**src/rtl/txb_pkg.sv**
```systemverilog
// Shared definitions for the break-capable serial transmitter.
// Assumes exactly eight data bits per frame; the state encoding depends on it.
package txb_pkg;

    typedef enum logic [3:0] {
        ST_IDLE  = 4'd0,
        ST_START = 4'd1,
        ST_D0    = 4'd2,
        ST_D1    = 4'd3,
        ST_D2    = 4'd4,
        ST_D3    = 4'd5,
        ST_D4    = 4'd6,
        ST_D5    = 4'd7,
        ST_D6    = 4'd8,
        ST_D7    = 4'd9,
        ST_PAR   = 4'd10,
        ST_STOP1 = 4'd11,
        ST_STOP2 = 4'd12,
        ST_BRK   = 4'd13,
        ST_GAP   = 4'd14
    } txb_state_e;

    localparam int TXB_DATA_BITS = 8;

endpackage

```
**src/rtl/txb_sequencer.sv**
```systemverilog
// Frame sequencer: walks start, data, parity, stop, gap and break periods.
// It advances only on baud_tick, pops the FIFO when it starts a byte, and
// issues registered completion pulses.
// Assumes the configuration inputs are stable during a transfer.
module txb_sequencer
    import txb_pkg::*;
#(
    parameter int IDLE_W = 10,
    parameter int BRK_W  = 8
) (
    input  logic                     clk,
    input  logic                     rst_n,
    input  logic                     baud_tick,
    input  logic                     fifo_empty,
    input  logic [TXB_DATA_BITS-1:0] fifo_rdata,
    input  logic                     cfg_parity_en,
    input  logic                     cfg_two_stop,
    input  logic [IDLE_W-1:0]        cfg_idle_bits,
    input  logic                     cfg_brk_en,
    input  logic [BRK_W-1:0]         cfg_brk_bits,
    output txb_state_e               state_o,
    output logic [TXB_DATA_BITS-1:0] data_o,
    output logic                     fifo_rd_o,
    output logic                     done_o,
    output logic                     brk_done_o,
    output logic                     brk_idle_done_o
);

    localparam int CNT_W = (IDLE_W > BRK_W) ? IDLE_W : BRK_W;
    localparam logic [CNT_W-1:0] CNT_ONE = CNT_W'(1);

    txb_state_e               state_q, state_d;
    logic [TXB_DATA_BITS-1:0] data_q, data_d;
    logic [CNT_W-1:0]         cnt_q, cnt_d;
    logic                     after_brk_q, after_brk_d;
    logic                     done_q, brk_done_q, brk_idle_q;
    logic                     done_d, brk_done_d, brk_idle_d;
    logic                     pop;
    logic                     go_post, go_decide;
    logic [CNT_W-1:0]         idle_len, brk_len, rec_len;

    assign idle_len = CNT_W'(cfg_idle_bits);
    assign brk_len  = CNT_W'(cfg_brk_bits);
    assign rec_len  = (cfg_idle_bits == '0) ? CNT_ONE : idle_len;

    // Next-state, counter and pulse decisions, taken only on a bit boundary.
    always_comb begin
        state_d     = state_q;
        data_d      = data_q;
        cnt_d       = cnt_q;
        after_brk_d = after_brk_q;
        pop         = 1'b0;
        done_d      = 1'b0;
        brk_done_d  = 1'b0;
        brk_idle_d  = 1'b0;
        go_post     = 1'b0;
        go_decide   = 1'b0;
        if (baud_tick) begin
            unique case (state_q)
                ST_IDLE: begin
                    if (!fifo_empty) begin
                        pop     = 1'b1;
                        data_d  = fifo_rdata;
                        state_d = ST_START;
                    end
                end
                ST_START: state_d = ST_D0;
                ST_D7:    state_d = cfg_parity_en ? ST_PAR : ST_STOP1;
                ST_PAR:   state_d = ST_STOP1;
                ST_STOP1: begin
                    if (cfg_two_stop) state_d = ST_STOP2;
                    else              go_post = 1'b1;
                end
                ST_STOP2: go_post = 1'b1;
                ST_GAP: begin
                    if (cnt_q <= CNT_ONE) go_decide = 1'b1;
                    else                  cnt_d = cnt_q - CNT_ONE;
                end
                ST_BRK: begin
                    if (cnt_q <= CNT_ONE) begin
                        brk_done_d  = 1'b1;
                        after_brk_d = 1'b1;
                        state_d     = ST_GAP;
                        cnt_d       = rec_len;
                    end else begin
                        cnt_d = cnt_q - CNT_ONE;
                    end
                end
                default: state_d = txb_state_e'(4'(state_q + 4'd1));
            endcase
        end
        if (go_post) begin
            if (cfg_idle_bits != '0) begin
                state_d = ST_GAP;
                cnt_d   = idle_len;
            end else begin
                go_decide = 1'b1;
            end
        end
        if (go_decide) begin
            brk_idle_d  = after_brk_q;
            after_brk_d = 1'b0;
            if (!fifo_empty) begin
                pop     = 1'b1;
                data_d  = fifo_rdata;
                state_d = ST_START;
            end else if (after_brk_q) begin
                state_d = ST_IDLE;
            end else begin
                done_d = 1'b1;
                if (cfg_brk_en && (cfg_brk_bits != '0)) begin
                    state_d = ST_BRK;
                    cnt_d   = brk_len;
                end else begin
                    state_d = ST_IDLE;
                end
            end
        end
    end

    // Register the sequencer state, the captured byte and the pulses.
    always_ff @(posedge clk) begin
        if (!rst_n) begin
            state_q     <= ST_IDLE;
            data_q      <= '0;
            cnt_q       <= '0;
            after_brk_q <= 1'b0;
            done_q      <= 1'b0;
            brk_done_q  <= 1'b0;
            brk_idle_q  <= 1'b0;
        end else begin
            state_q     <= state_d;
            data_q      <= data_d;
            cnt_q       <= cnt_d;
            after_brk_q <= after_brk_d;
            done_q      <= done_d;
            brk_done_q  <= brk_done_d;
            brk_idle_q  <= brk_idle_d;
        end
    end

    assign state_o         = state_q;
    assign data_o          = data_q;
    assign fifo_rd_o       = pop;
    assign done_o          = done_q;
    assign brk_done_o      = brk_done_q;
    assign brk_idle_done_o = brk_idle_q;

    AST_POP_WHEN_READY: assert property (@(posedge clk) disable iff (!rst_n) fifo_rd_o |-> !fifo_empty);
    AST_START_AFTER_POP: assert property (@(posedge clk) disable iff (!rst_n) (state_q == ST_START && $past(state_q) != ST_START) |-> $past(fifo_rd_o));
    AST_HOLD_BETWEEN_TICKS: assert property (@(posedge clk) disable iff (!rst_n) !baud_tick |=> $stable(state_q));
    AST_PULSE_EXCLUSIVE: assert property (@(posedge clk) disable iff (!rst_n) $onehot0({done_q, brk_done_q, brk_idle_q}));
    AST_DONE_ON_EMPTY: assert property (@(posedge clk) disable iff (!rst_n) done_q |-> $past(fifo_empty));
    AST_BRK_DONE_FROM_BRK: assert property (@(posedge clk) disable iff (!rst_n) brk_done_q |-> $past(state_q) == ST_BRK);

endmodule

```
**src/rtl/txb_line_mux.sv**
```systemverilog
// Line level selector: maps the sequencer state and captured byte to the
// undelayed serial level. Assumes parity polarity is stable during a frame.
module txb_line_mux
    import txb_pkg::*;
(
    input  txb_state_e               state_i,
    input  logic [TXB_DATA_BITS-1:0] data_i,
    input  logic                     cfg_parity_odd,
    output logic                     line_o
);

    logic [3:0] bit_off;

    assign bit_off = 4'(state_i) - 4'(ST_D0);

    // Choose the level for the current bit period.
    always_comb begin
        unique case (state_i)
            ST_START, ST_BRK: line_o = 1'b0;
            ST_D0, ST_D1, ST_D2, ST_D3,
            ST_D4, ST_D5, ST_D6, ST_D7: line_o = data_i[bit_off[2:0]];
            ST_PAR:           line_o = (^data_i) ^ cfg_parity_odd;
            default:          line_o = 1'b1;
        endcase
    end

endmodule

```
**src/rtl/txb_delay_line.sv**
```systemverilog
// Programmable output delay: a chain of flops that reset to the idle level,
// with a tap chosen by the delay setting (0 = no delay).
module txb_delay_line #(
    parameter int DLY_W = 4
) (
    input  logic             clk,
    input  logic             rst_n,
    input  logic             din,
    input  logic [DLY_W-1:0] sel,
    output logic             dout
);

    localparam int STAGES = (1 << DLY_W) - 1;

    logic [STAGES-1:0] pipe_q;

    for (genvar g = 0; g < STAGES; g++) begin : g_stage
        if (g == 0) begin : g_head
            // First stage samples the undelayed line.
            always_ff @(posedge clk) begin
                if (!rst_n) pipe_q[g] <= 1'b1;
                else        pipe_q[g] <= din;
            end
        end else begin : g_body
            // Later stages shift the previous stage.
            always_ff @(posedge clk) begin
                if (!rst_n) pipe_q[g] <= 1'b1;
                else        pipe_q[g] <= pipe_q[g-1];
            end
        end
    end

    assign dout = (sel == '0) ? din : pipe_q[sel - DLY_W'(1)];

endmodule

```
**src/rtl/serial_brk_tx.sv**
```systemverilog
// Top of the break-capable serial transmitter. Connects the sequencer, the
// line selector and the output delay. Assumes baud_tick is a single-cycle
// pulse and configuration changes only while idle.
module serial_brk_tx
    import txb_pkg::*;
#(
    parameter int IDLE_W = 10,
    parameter int BRK_W  = 8,
    parameter int DLY_W  = 4
) (
    input  logic              clk,
    input  logic              rst_n,
    input  logic              baud_tick,
    input  logic              fifo_empty,
    input  logic [7:0]        fifo_rdata,
    output logic              fifo_rd,
    input  logic              cfg_parity_en,
    input  logic              cfg_parity_odd,
    input  logic              cfg_two_stop,
    input  logic [IDLE_W-1:0] cfg_idle_bits,
    input  logic              cfg_brk_en,
    input  logic [BRK_W-1:0]  cfg_brk_bits,
    input  logic [DLY_W-1:0]  cfg_txd_delay,
    output logic              txd,
    output logic [3:0]        tx_state,
    output logic              tx_done,
    output logic              brk_done,
    output logic              brk_idle_done
);

    txb_state_e               seq_state;
    logic [TXB_DATA_BITS-1:0] seq_data;
    logic                     line_raw;

    txb_sequencer #(.IDLE_W(IDLE_W), .BRK_W(BRK_W)) u_seq (
        .clk             (clk),
        .rst_n           (rst_n),
        .baud_tick       (baud_tick),
        .fifo_empty      (fifo_empty),
        .fifo_rdata      (fifo_rdata),
        .cfg_parity_en   (cfg_parity_en),
        .cfg_two_stop    (cfg_two_stop),
        .cfg_idle_bits   (cfg_idle_bits),
        .cfg_brk_en      (cfg_brk_en),
        .cfg_brk_bits    (cfg_brk_bits),
        .state_o         (seq_state),
        .data_o          (seq_data),
        .fifo_rd_o       (fifo_rd),
        .done_o          (tx_done),
        .brk_done_o      (brk_done),
        .brk_idle_done_o (brk_idle_done)
    );

    txb_line_mux u_mux (
        .state_i        (seq_state),
        .data_i         (seq_data),
        .cfg_parity_odd (cfg_parity_odd),
        .line_o         (line_raw)
    );

    txb_delay_line #(.DLY_W(DLY_W)) u_dly (
        .clk   (clk),
        .rst_n (rst_n),
        .din   (line_raw),
        .sel   (cfg_txd_delay),
        .dout  (txd)
    );

    assign tx_state = 4'(seq_state);

endmodule

```
**config.mk**
```make
export PLATFORM = sky130hd
export DESIGN_NAME = serial_brk_tx
export DESIGN_NICKNAME = d
export VERILOG_FILES = /design/src/rtl/txb_pkg.sv /design/src/rtl/txb_sequencer.sv /design/src/rtl/txb_line_mux.sv /design/src/rtl/txb_delay_line.sv /design/src/rtl/serial_brk_tx.sv
export SDC_FILE = /design/constraint.sdc
export NUM_CORES = 1
export LEC_CHECK = 0
export BUFFER_PORTS_ARGS = -buffer_cell sky130_fd_sc_hd__buf_2
export CORE_MARGIN = 4
export CORE_UTILIZATION = 57
export CTS_BUF_LIST = sky130_fd_sc_hd__clkbuf_2 sky130_fd_sc_hd__clkbuf_4 sky130_fd_sc_hd__clkbuf_8
export DETAILED_ROUTE_END_ITERATION = 10
export PLACE_DENSITY = 0.81
export SETUP_SLACK_MARGIN = 0.05
export SLEW_MARGIN = 5
export SYNTH_ARGS = -nofsm -noshare
export SYNTH_HDL_FRONTEND = slang
export SYNTH_HIERARCHICAL = 1
export SYNTH_SLANG_ARGS = --single-unit
```
**constraint.sdc**
```tcl
create_clock -name clk -period 7.2 [get_ports clk]
set_clock_uncertainty 0.05 [all_clocks]
set_input_delay 0.36 -clock clk [delete_from_list [all_inputs] [get_ports clk]]
set_output_delay 0.36 -clock clk [all_outputs]
set_load 0.05 [all_outputs]
```
Yosys cells after proc, flatten, opt, wreduce, memory -nomap -nowiden:

Index checks and enable logic that the tools add are counted.

* register bits after elaboration: 41
* word-level logic and storage cells: 108

* muxes and demuxes: 48
* equality and inequality tests: 14
* reductions and logical operators: 15
* bitwise gates (word level): 2
* magnitude comparators: 3
* add/sub/neg operators: 4

Operators by type and width (count)
* $mux W10: 10
* $mux W4: 10
* $mux W8: 5
* $eq A4 B4 Y1 const B: 7
* $pmux W4 S7: 1
* $pmux W10 S2: 1
* $mux W1: 17
* $eq A4 B3 Y1 const B: 4
* $le A10 B1 Y1 const B: 1
* $logic_not A10 Y1: 1
* $reduce_bool A10 Y1: 1
* $sub A10 B1 Y10 const B: 1
* $reduce_and A3 Y1: 3
* $eq A4 B2 Y1 const B: 2
* $logic_not A4 Y1: 2
* $reduce_bool A8 Y1: 1
* $reduce_or A8 Y1: 1
* $reduce_xor A8 Y1: 1
* $reduce_or A2 Y1: 3
* $lt A4 B5 Y1 const B: 1
* $add A4 B1 Y4 const B: 1
* $bmux W1 S4: 1
* $eq A4 B1 Y1 const B: 1
* $lt A3 B4 Y1 const B: 1
* other kinds (9): 9

Logic depth before layout (Yosys ltp):

* depth after elaboration: 11
* gate-level depth with buffers: 11
* gate-level depth less buffers: 8

Hierarchy:

Netlist, hierarchy kept.

By module, submodules not included
* txb_sequencer: instances 1, cells each 253, area each 1950.6 um2
* txb_delay_line: instances 1, cells each 54, area each 625.6 um2
* txb_line_mux: instances 1, cells each 21, area each 181.4 um2

Worst setup path before layout:

OpenSTA, ideal clock, no wires.

* path type: reg2out
* from: register u_seq.state_q[1] (netlist: u_seq/state_o[1])
* to: output port txd
* path slack: 4334 ps
* cell stages (with the launch flop): 6
* arrival: 2456 ps
* cell sequence: dfxtp_1 > inv_1 > or4_1 > o211ai_1 > or4bb_1 > o311ai_1

* longest elaborated chain between the ends: 5
* elaborated cells between the ends (all ways): 18
* classes of those cells: add/sub: 1; eq/ne: 11; mux: 4; reduce/logical: 2

Ends and longest elaborated chain
* start, declared: RTL line txb_sequencer.sv:32 `txb_state_e state_q, state_d;`
* start signal, assigned: RTL line txb_sequencer.sv:132 `state_q <= state_d;`
* $sub A3 B2 Y3: RTL line txb_line_mux.sv:14 `assign bit_off = 4'(state_i) - 4'(ST_D0);`
* $bmux W1 S3: RTL line txb_line_mux.sv:21 `ST_D4, ST_D5, ST_D6, ST_D7: line_o = data_i[bit_off[2:0]];`
* $mux W1 (implied by the code): RTL line txb_line_mux.sv:21
* $pmux W1 S3 *: RTL line txb_line_mux.sv:18 `unique case (state_i)`
* via line_raw: RTL line serial_brk_tx.sv:33 `logic line_raw;`
* $mux W1 *: RTL line txb_delay_line.sv:33 `assign dout = (sel == '0) ? din : pipe_q[sel - DLY_W'(1)];`
* end, declared: RTL line serial_brk_tx.sv:24 `output logic txd,`

The timed path passes the listed nets; every way through them passes the cells marked *. The select of a mux whose other input is x is not followed.

Worst setup path after layout:

* from: register u_seq.state_q[1] (netlist: u_seq/state_o[1])
* to: output port fifo_rd

* longest elaborated chain between the ends: 6
* elaborated cells between the ends (all ways): 14
* classes of those cells: eq/ne: 3; mux: 10; reduce/logical: 1

Ends and longest elaborated chain
* $eq A4 B4 Y1: RTL line txb_sequencer.sv:59 `unique case (state_q)`
* $mux W1: RTL line txb_sequencer.sv:59
* $mux W1: RTL line txb_sequencer.sv:58 `if (baud_tick) begin`
* $mux W1: RTL line txb_sequencer.sv:93 `if (cfg_idle_bits != '0) begin`
* $mux W1: RTL line txb_sequencer.sv:92 `if (go_post) begin`
* $mux W1 *: RTL line txb_sequencer.sv:100 `if (go_decide) begin`
* end, declared: RTL line serial_brk_tx.sv:16 `output logic fifo_rd,`

Every way passes the cells marked *; elsewhere a longest branch is shown, timed or not.

==> results.json <==
{
  "synth_top_area_share_pct": 29.8,
  "fmax_ghz": 0.314,
  "core_area_sq_mm": 0.00469,
  "io_buffers": 46,
  "drv_slew": 0,
  "synth.distinct_cells": 69,
  "busiest_layer": "met2",
  "power.density_mw_per_mm2": 180,
  "track_usage_pct": 24.1,
  "wl_per_cell_um": 16.3,
  "antenna_cells": 0,
  "final_util_pct": 65.1,
  "dieArea_sq_mm": 0.00601,
  "synth-compound-area-share_pct": 24.5,
  "post_cts_resized": 0,
  "critPathArrivalTime_ns": 2.78,
  "dieHeight_um": 77.6,
  "antenna_found_initial": 0,
  "synth-seq-cells": 41,
  "gp_congestion": 0.973,
  "cts_setup_buffers": 0,
  "synthArstFlopShare_pct": 0,
  "cts_max_level": 2,
  "netlist_area_sq_mm": 0.00276,
  "drt_pass1_iterations": 5,
  "hold_path.class": "in -> reg",
  "synth-main-ff-cell": "dfxtp_1",
  "crit_path_start_kind": "flop",
  "yosysSeqAreaShare_pct": 29.8,
  "reg2reg_depth": 7,
  "ir_worst_vdd_uv": 120,
  "syn_avg_cell_area_sq_um": 8.41,
  "max_slew_margin_pct": 55.7,
  "fin_crit_sh_pct": 44.3,
  "seq_power_share_pct": 43.9,
  "multiInputGateArea_sq_mm": 0.00174,
  "drc": 0,
  "clkLatencyLatePin_ns": 0.29,
  "critPathCapture": "fifo_rd",
  "cp.required_ns": 6.79,
  "worst_pin_slew_ns": 0.658,
  "io_pins": 47,
  "clock-sinks": 41,
  "finalHoldViolCount": 0,
  "synth.largest_area_cell": "dfxtp_1",
  "synthAdderAreaFrac_pct": 3.63,
  "comb_power_share_pct": 16.3,
  "initialDrtViolationCount": 221,
  "synth-edff-count": 0,
  "dpl.hpwl_mm": 5.05,
  "synthCells": 328,
  "power_leakage_nw": 1.21,
  "grtUsageMet2_pct": 36.9,
  "r2r-end": "u_seq/cnt_q[4]",
  "synth_top_family_by_area": "simple AND/OR/NAND/NOR gates",
  "fin_setup_tns_ns": 0,
  "rows": 25,
  "die_x_um": 77.6,
  "clk_pin_slew_ns": 0.08,
  "fin_crit_ns": 3.19,
  "cts_made_buffers": 5,
  "crit_fanout": 17,
  "end_kind": "primary output",
  "start_util_pct": 58.8,
  "ys_warn_count": 6,
  "synth.mux.area_fraction_pct": 4.81,
  "gr-total-overflow": 0,
  "whs_ns": 0.229,
  "crit_type": "reg -> out",
  "p_switching_uw": 140,
  "fillers": 415,
  "cts_root_buffer": "clkbuf_8",
  "regArea_sq_um": 821,
  "ant_nets": 0,
  "crit_start": "u_seq/state_o[1]",
  "via_per_inst": 6.31,
  "cts_tree": "yes",
  "layout.nets": 409,
  "synth-xor-area-share_pct": 3.90,
  "wirelength_mm": 6.79,
  "clock_power_share_pct": 39.8,
  "switching_share_pct": 25.5,
  "grt_pass1_wl_mm": 11.9,
  "r2r_slack_ns": 4.34,
  "rsz0062_at_grt": "no",
  "grt_max_degree": 41,
  "via_count": 2638,
  "drv_cap": 0,
  "finalSetupViolations": 0,
  "area_growth_syn_to_layout_pct": 10.7,
  "synth-simple-area-share_pct": 26.3,
  "grtUsageMet3_pct": 5.45,
  "synth.area.top_cells": "dfxtp_1 (30%), o21ai_0 (5.3%), nand2b_1 (4.8%)",
  "gr-usage-met1_pct": 34.3,
  "p_int_uw": 410,
  "holdBufCountCts": 0,
  "syn-num-nets": 374,
  "worst_r2r_startpoint": "u_seq/state_o[1]",
  "clockBufferDepth": 2,
  "grt_pass1_vias": 2400,
  "drive_above_1_share_pct": 19.8,
  "status": "finished, final reports clean"
}
[per-stage QoR]
step                      total power, mW  cell area [sq um]  setup slack [ns]  instances
final                               0.550               3050              4.01        418
after floorplan                     0.308               2760              4.33        328
after CTS                           0.556               3050              4.04        418
after global routing                0.577               3050              3.74        418
after global placement              0.333               2920              4.45        410
after detailed placement            0.335               2920              4.38        410
[worst min-delay path by stage]
stage / start / end / slack [ns] / cells after the start
after global placement: u_dly/pipe_q[3] / u_dly/pipe_q[4] / 0.37 / 1
after CTS: fifo_rdata[2] / flop / 0.22 / 3
final: fifo_rdata[2] / flop / 0.23 / 3
after global routing: fifo_rdata[4] / flop / 0.24 / 3
after detailed placement: u_dly/pipe_q[2] / u_dly/pipe_q[3] / 0.37 / 1
after floorplan: u_dly/pipe_q[10] / u_dly/pipe_q[11] / 0.35 / 1
[Yosys cell counts (all sizes together) (2+ instances only)]
library cell,number
a31oi,3
o31ai,2
nand3,17
nand2b,21
and4,2
o311ai,3
a221oi,3
nor4,9
mux2,3
o221a,2
a21boi,3
and3,6
o211ai,3
a21oi,14
buf,11
o21bai,3
a22oi,5
a211oi,3
clkbuf,7
nor2,17
and2,2
nand4,3
nand2,32
or4,4
nor3b,2
mux2i,2
nor3,8
ha,8
a21o,3
mux4,3
or3,2
o21ai,30
inv,14
o221ai,2
a22o,5
o211a,2
dfxtp,41
xnor2,7
o22ai,5
[cell usage in the layout (no fill, tap or decap), types with 3 or more instances in the layout]
master	count
nand4_1	3
or4_1	3
a221oi_1	3
o22ai_1	5
and3_1	6
o21ai_0	29
nor4_1	7
nor2_1	17
mux4_1	3
nor3_1	8
ha_1	8
nand3_1	17
inv_1	14
a31oi_1	3
buf_2	46
nand2_1	30
o211ai_1	3
dfxtp_1	41
mux2_2	3
xnor2_1	5
clkbuf_8	5
a21oi_1	13
a22oi_1	5
o21bai_1	3
a22o_1	4
a21boi_0	3
nand2b_1	21
[routing by layer]
| layer | part of all wire (%) | vias up |
|---|---|---|
| li1 | - | 1297 |
| met1 | 44 | 1201 |
| met2 | 45 | 133 |
| met3 | 9.6 | 7 |
| met4 | 0.96 | 0 |
| met5 | 0 | - |
[kinds of logic (layout without fill, tap and decap cells)]
group	count (synthesis)	after routing
and+or+nand+nor	131	131
muxes	8	8
buffers and inverters	33	69
DFF	41	41
xor gates and xnor gates	9	9
adders and majority gates	8	8
AOI/OAI and AO/OA	98	98
[cell type report]
class                      count  share of cell area [%]
clock buffer                   5                    2.25
clock inverter                 3                    2.25
inverter                      15                    1.84
multi-input combinational    254                    57.0
sequential                    41                    26.9
tap                           54                    2.21
timing repair buffer          46                    7.54
[power by group through the flow]
stage,combinational [mW],clock (mW),sequential (mW)
final,0.0895,0.219,0.241
after detailed placement,0.0884,0,0.246
after global placement,0.0870,0,0.246
after global routing,0.0996,0.234,0.243
after CTS,0.0888,0.226,0.241
after floorplan,0.0594,0,0.249
[critical path, stage by stage (launching register included)]
cell and delay, ns:
dfxtp_1 0.54, ha_1 0.32, nor3b_1 0.28, o211a_1 0.38
a22oi_1 0.25, a21oi_4 0.38, buf_2 0.34
Note: power is estimated with default switching activity, not from simulation.
